--- src/rtl/aud_fetch_pkg.sv ---
// Shared types for the audio ring-buffer fetch engine.
package aud_fetch_pkg;
    // Fetch sequencer states.
    typedef enum logic [1:0] {
        FS_IDLE  = 2'd0,
        FS_REQ   = 2'd1,
        FS_BURST = 2'd2
    } fetch_state_e;
endpackage

--- src/rtl/aud_fetch_ptr.sv ---
// Fetch pointer register.
// Holds the byte address of the next burst. Reloads the ring base on
// load_base, takes a software value on wr, and after a completed burst
// either steps forward by one burst or returns to the base when the burst
// ended on the last word of the ring. Assumes the ring length is a whole
// number of bursts and that the base is burst aligned.
module aud_fetch_ptr #(
    parameter int ADDR_W      = 32,
    parameter int BEAT_BYTES  = 8,
    parameter int BURST_BYTES = 128
) (
    input  logic              clk,
    input  logic              rst_n,
    input  logic              load_base,
    input  logic              wr,
    input  logic [ADDR_W-1:0] wr_val,
    input  logic [ADDR_W-1:0] base,
    input  logic [ADDR_W-1:0] last_word,
    input  logic              advance,
    output logic [ADDR_W-1:0] ptr
);
    localparam logic [ADDR_W-1:0] STEP     = ADDR_W'(BURST_BYTES);
    localparam logic [ADDR_W-1:0] LAST_OFS = ADDR_W'(BURST_BYTES - BEAT_BYTES);

    logic              at_wrap;
    logic [ADDR_W-1:0] next_ptr;

    // Decide whether the current burst ends on the ring's last word.
    always_comb begin
        at_wrap  = ((ptr + LAST_OFS) == last_word);
        next_ptr = at_wrap ? base : (ptr + STEP);
    end

    // Pointer update with load priority over write over advance.
    always_ff @(posedge clk) begin
        if (!rst_n)         ptr <= '0;
        else if (load_base) ptr <= base;
        else if (wr)        ptr <= wr_val;
        else if (advance)   ptr <= next_ptr;
    end
endmodule

--- src/rtl/aud_fetch_fifo.sv ---
// Sample queue.
// First-word-fall-through FIFO holding fetched beats for the consumer.
// Assumes DEPTH is a power of two and that the writer never pushes into
// a full queue (the sequencer reserves room before each burst).
module aud_fetch_fifo #(
    parameter int DATA_W = 64,
    parameter int DEPTH  = 32,
    localparam int AW    = $clog2(DEPTH),
    localparam int LVL_W = $clog2(DEPTH + 1)
) (
    input  logic              clk,
    input  logic              rst_n,
    input  logic              clear,
    input  logic              push,
    input  logic [DATA_W-1:0] din,
    input  logic              pop,
    output logic [DATA_W-1:0] dout,
    output logic              not_empty,
    output logic [LVL_W-1:0]  level
);
    logic [DATA_W-1:0] store [DEPTH];
    logic [AW-1:0]     wr_idx;
    logic [AW-1:0]     rd_idx;
    logic              do_push;
    logic              do_pop;

    // Qualify push and pop against the current fill.
    always_comb begin
        do_push   = push && (level != LVL_W'(DEPTH));
        do_pop    = pop && (level != '0);
        not_empty = (level != '0);
        dout      = store[rd_idx];
    end

    // Storage write.
    always_ff @(posedge clk) begin
        if (do_push) store[wr_idx] <= din;
    end

    // Index and fill bookkeeping.
    always_ff @(posedge clk) begin
        if (!rst_n || clear) begin
            wr_idx <= '0;
            rd_idx <= '0;
            level  <= '0;
        end else begin
            if (do_push) wr_idx <= wr_idx + 1'b1;
            if (do_pop)  rd_idx <= rd_idx + 1'b1;
            case ({do_push, do_pop})
                2'b10:   level <= level + 1'b1;
                2'b01:   level <= level - 1'b1;
                default: level <= level;
            endcase
        end
    end
endmodule

--- src/rtl/aud_fetch_ctrl.sv ---
// Burst sequencer.
// Starts a burst request when fetching is allowed and the queue has room
// for a whole burst, holds the request until accepted, then counts the
// response beats into the queue. An unaccepted request is withdrawn on a
// soft reset or a pointer reload. Assumes at most one burst in flight and
// that soft reset is only used with no burst outstanding.
module aud_fetch_ctrl
    import aud_fetch_pkg::*;
#(
    parameter int BURST_BEATS = 16,
    parameter int FIFO_WORDS  = 32,
    localparam int LVL_W      = $clog2(FIFO_WORDS + 1),
    localparam int CNT_W      = $clog2(BURST_BEATS)
) (
    input  logic             clk,
    input  logic             rst_n,
    input  logic             soft_rst,
    input  logic             reload,
    input  logic             run,
    input  logic [LVL_W-1:0] level,
    input  logic             req_ready,
    input  logic             rsp_valid,
    output logic             req_valid,
    output logic             push,
    output logic             burst_done
);
    localparam logic [LVL_W-1:0] ROOM_MAX = LVL_W'(FIFO_WORDS - BURST_BEATS);
    localparam logic [CNT_W-1:0] LAST_BEAT = CNT_W'(BURST_BEATS - 1);

    fetch_state_e     state;
    fetch_state_e     state_nx;
    logic [CNT_W-1:0] beat_cnt;
    logic             room;

    // Output decode and room test.
    always_comb begin
        room       = (level <= ROOM_MAX);
        req_valid  = (state == FS_REQ);
        push       = (state == FS_BURST) && rsp_valid;
        burst_done = push && (beat_cnt == LAST_BEAT);
    end

    // Next-state selection.
    always_comb begin
        state_nx = state;
        case (state)
            FS_IDLE:  if (run && room && !soft_rst) state_nx = FS_REQ;
            FS_REQ: begin
                if (req_ready)                state_nx = FS_BURST;
                else if (soft_rst || reload)  state_nx = FS_IDLE;
            end
            FS_BURST: if (soft_rst || burst_done) state_nx = FS_IDLE;
            default:  state_nx = FS_IDLE;
        endcase
    end

    // State register.
    always_ff @(posedge clk) begin
        if (!rst_n) state <= FS_IDLE;
        else        state <= state_nx;
    end

    // Beat counter within a burst.
    always_ff @(posedge clk) begin
        if (!rst_n || soft_rst || state != FS_BURST) beat_cnt <= '0;
        else if (push)                               beat_cnt <= beat_cnt + 1'b1;
    end
endmodule

--- src/rtl/aud_ring_fetch.sv ---
// Audio ring-buffer fetch engine (top).
// Reads fixed bursts from a circular memory region into a sample queue.
// Assumes the ring base is burst aligned, the ring length is a whole
// number of bursts, cfg_end addresses the ring's last 8-byte word, and
// that pointers are reprogrammed only while no burst is outstanding.
module aud_ring_fetch #(
    parameter int ADDR_W      = 32,
    parameter int DATA_W      = 64,
    parameter int BURST_BEATS = 16,
    parameter int FIFO_WORDS  = 32
) (
    input  logic              clk,
    input  logic              rst_n,
    input  logic              soft_rst,
    input  logic              init,
    input  logic              fill_en,
    input  logic              empty_en,
    input  logic [ADDR_W-1:0] cfg_start,
    input  logic [ADDR_W-1:0] cfg_end,
    input  logic              rd_wr,
    input  logic [ADDR_W-1:0] rd_wdata,
    output logic [ADDR_W-1:0] rd_ptr,
    output logic              mem_req_valid,
    input  logic              mem_req_ready,
    output logic [ADDR_W-1:0] mem_req_addr,
    input  logic              mem_rsp_valid,
    input  logic [DATA_W-1:0] mem_rsp_data,
    output logic              smp_valid,
    input  logic              smp_ready,
    output logic [DATA_W-1:0] smp_data
);
    localparam int BEAT_BYTES  = DATA_W / 8;
    localparam int BURST_BYTES = BEAT_BYTES * BURST_BEATS;
    localparam int LVL_W       = $clog2(FIFO_WORDS + 1);

    logic             run;
    logic             push;
    logic             burst_done;
    logic [LVL_W-1:0] fifo_level;

    // Fetch permission: both enables set and init released.
    always_comb begin
        run          = fill_en && empty_en && !init;
        mem_req_addr = rd_ptr;
    end

    aud_fetch_ptr #(
        .ADDR_W     (ADDR_W),
        .BEAT_BYTES (BEAT_BYTES),
        .BURST_BYTES(BURST_BYTES)
    ) u_ptr (
        .clk      (clk),
        .rst_n    (rst_n),
        .load_base(soft_rst || init),
        .wr       (rd_wr),
        .wr_val   (rd_wdata),
        .base     (cfg_start),
        .last_word(cfg_end),
        .advance  (burst_done),
        .ptr      (rd_ptr)
    );

    aud_fetch_ctrl #(
        .BURST_BEATS(BURST_BEATS),
        .FIFO_WORDS (FIFO_WORDS)
    ) u_ctrl (
        .clk       (clk),
        .rst_n     (rst_n),
        .soft_rst  (soft_rst),
        .reload    (init || rd_wr),
        .run       (run),
        .level     (fifo_level),
        .req_ready (mem_req_ready),
        .rsp_valid (mem_rsp_valid),
        .req_valid (mem_req_valid),
        .push      (push),
        .burst_done(burst_done)
    );

    aud_fetch_fifo #(
        .DATA_W(DATA_W),
        .DEPTH (FIFO_WORDS)
    ) u_fifo (
        .clk      (clk),
        .rst_n    (rst_n),
        .clear    (soft_rst),
        .push     (push),
        .din      (mem_rsp_data),
        .pop      (smp_ready),
        .dout     (smp_data),
        .not_empty(smp_valid),
        .level    (fifo_level)
    );
endmodule

--- config.mk ---
export PLATFORM = sky130hd
export DESIGN_NAME = aud_ring_fetch
export DESIGN_NICKNAME = d
export VERILOG_FILES = /design/src/rtl/aud_fetch_pkg.sv /design/src/rtl/aud_fetch_ptr.sv /design/src/rtl/aud_fetch_fifo.sv /design/src/rtl/aud_fetch_ctrl.sv /design/src/rtl/aud_ring_fetch.sv
export SDC_FILE = /design/constraint.sdc
export NUM_CORES = 2
export LEC_CHECK = 0
export BUFFER_PORTS_ARGS = -buffer_cell sky130_fd_sc_hd__buf_2
export CORE_ASPECT_RATIO = 0.9
export CORE_MARGIN = 1.5
export CORE_UTILIZATION = 45
export CTS_BUF_LIST = sky130_fd_sc_hd__clkbuf_8
export DETAILED_ROUTE_END_ITERATION = 10
export SLEW_MARGIN = 40
export SYNTH_ARGS = -nofsm -noshare
export SYNTH_HDL_FRONTEND = slang
export SYNTH_SLANG_ARGS = --single-unit
export TNS_END_PERCENT = 20
--- constraint.sdc ---
create_clock -name clk -period 12.09 [get_ports clk]
set_input_delay 2.418 -clock clk [delete_from_list [all_inputs] [get_ports clk]]
set_output_delay 2.418 -clock clk [all_outputs]
set_load 0.01 [all_outputs]
==> metrics.txt <==
status=finished clean; TritonRoute pass-1 iters=5; Static Leakage=28.9 nW; Final min period=7050 ps; Num CTS Buffers=~350; R2R Setup Slk=7820 ps; min-delay src=u_ctrl.state[1]; FFs w/ async S/R, synth=0%; top cells by count, synth=edfxtp_1 (2048), mux4_2 (640), clkbuf_1 (133), nor2_1 (80), mux2_2 (74); Overflow after GRT=0; final wirelength=209 mm; FF-to-FF Start=u_ptr.ptr[3]; hold path depth=1; Final Non-Filler Cells=6779; largest area contributor in the netlist=edfxtp_1; Clock Sink Count=2107; dpl hpwl=103 mm; synth top area cells=edfxtp_1 (75%), mux4_2 (17%), dfxtp_1 (1.4%), mux2_2 (1.0%), clkbuf_1 (0.61%); clk root buf=clkbuf_8; Die Height=between 400 and 500 µm; Vias=40000; register area=0.0627 mm²; main combinational cell family by area after synthesis=multiplexers; Max Cap Viol=0; Critical Path, Cell by Cell=buf_12 > buf_6 > buf_4 > mux4_2 > mux4_2 > mux2_2 > buf_2; skew final=66.4 ps; Fmax achieved=142 MHz; Worst Setup End Kind=output pin; Slew headroom=35.7%; vias in the first global route=between 40000 and 50000; Yosys cell types=~70; sequential area share after synthesis=76.0%; # IOs=300; largest net degree at the start of global routing=between 100 and 150; mapped cell area=between 0.08 and 0.09 mm²; vias per inst=about 5.9; Critical Path Max Stage Delay=650 ps; CTS tree=built; syn_nets=3777; port buffer count=~300; post-CTS sizing=0; peak supply drop=0.109 mV; Initial Util=45.5%; Synth Area per Inst=~23 µm²; Area Growth Syn to Fin=13.9%; ys flop type=edfxtp_1; most instantiated library cell after synthesis=edfxtp_1; multiplexer share of the synthesized area=a little under a fifth; Clock Path Buffers=4; DR DRC count=0; EDFF count, synth=2048; post-synthesis compound-gate area fraction=1.41%; setup_tns=0 ps; hold crit path type=flip-flop to flip-flop; post-synth top area share=~75%; DP Cell Count=approximately 6200; crit share post-route=58.3%; Tightest Pin Transition=956 ps; post-CTS setup buffer count=0; Reg-to-Reg End=u_ptr.ptr[20]; Layout fillers=between 10000 and 15000; overall routing resource usage=22.6%; Crit path max-delay family=buffers and inverters; share of layout cells above drive strength 1=37.0%; Yosys reg bits=2107; Max Slew Vio Count=0; Worst Path Arrival=about 4600 ps; Simple-Gate Fraction of Synth Area=about 1.6%; CP bufs+invs=4; RSZ-0062 raised after global routing=no; Crit-path slowest cell=dfxtp_4; R2R depth=13; die width=454 µm; YS warnings=0; first-pass GRT wire length=about 300 mm; average routed wire per standard cell=30.8 µm; initial antenna violation count=25; endpoints failing setup=0; Min-Delay Endpoint=u_ctrl.state[0]; layout net count=approximately 4300; crit path kind=flip-flop to output pin; Core Footprint=0.181 mm²; Synth Instances=3593; DR iter-0 viols=4798; Post-Synth Adder-Cell Area=0.222%; Critical Path RT=9670 ps; CTS clk-pin slew, worst paths=50 ps; Rows=148; area of the multi-input gates=approximately 0.019 mm²; Hold Fails Final Rpt=0; H-tree Lvls=5; die area=0.186 mm²; Routability Congestion=0.856; Most common cell on crit path=mux4_2; Antenna Nets Post-Route=0; XOR/XNOR Fraction of Synth Area=less than 1%; CP startpoint kind=flip-flop; hold_buf cts=0; Pwr Density=about 150 mW/mm²; Clk Latency, worst-skew pair=1050 ps; Max FO, Critical Path=39
[state kept, by name, indices dropped and copies added (netlist names), named ones only]
register / cells
u_fifo.level: 6
u_ptr.ptr: 32
u_fifo.rd_idx: 5
u_ctrl.state: 2
u_ctrl.beat_cnt: 4
u_fifo.wr_idx: 5
u_fifo.store: 2048
[routing by layer]
metal | GRT usage, % | vias up | part of all wire, %
li1 | - | 16400 | -
met1 | 32.9 | 21600 | 43
met2 | 34.7 | 1620 | 48
met3 | 4.72 | 365 | 7.3
met4 | 6.07 | 20 | 2.1
met5 | 0 | - | 0.056
[metrics by stage]
stage / power (mW) / setup WS (ps) / hold WS (ps) / utilization, % / area, µm²
6_report: 14.2 / 5040 / 474 / 51.8 / 93900
5_1_grt: 14.6 / 4690 / 517 / 51.8 / 93900
4_1_cts: 14.3 / 4470 / 478 / 51.7 / 93600
3_5_place_dp: 8.42 / 5550 / 471 / 48.1 / 87200
3_3_place_gp: 8.41 / 5610 / 464 / 47.9 / 86900
2_1_floorplan: 8.27 / 5440 / 446 / - / 82400
[where the power goes]
group	switching, mW	leakage, nW	internal [mW]
combinational	0.161	6.44	0.0687
sequential	0.0247	18.9	8.01
clock	2.78	3.61	3.11
[worst max-delay path by stage]
stage                     cells past startpoint                  end
after floorplan                               4  u_fifo.store[31][0]
after global placement                        6         smp_data[50]
after detailed placement                      6         smp_data[42]
after CTS                                     6         smp_data[42]
after global routing                          7         smp_data[38]
final                                         7         smp_data[38]
[cells by family after synthesis]
logic type | after synthesis
flops | 2107
simple gates | 250
mux | 723
compound gates | 169
xor+xnor | 73
buf+inv | 257
fa+ha+maj | 14
[final cells by class]
class / count / area share [%]
diodes: 9 / 0.0240
clock inverters: 244 / 1.57
clock buffers: 359 / 5.26
well taps: 2400 / 3.20
flip-flops and latches: 2107 / 66.8
inverters: 22 / 0.0933
multi-input cells: 1229 / 20.1
repair buffers: 409 / 2.95
[cell usage in the layout, fill, tap and decap left out, types with 49 or more instances in the layout]
cell type,instances
xnor2_1,51
mux2_2,74
mux4_2,640
clkinv_2,54
nand2_1,49
buf_4,55
dfxtp_1,54
clkinv_1,80
edfxtp_1,2048
inv_1,104
buf_2,299
clkbuf_8,359
No activity file was read; power rests on OpenSTA's default activity.
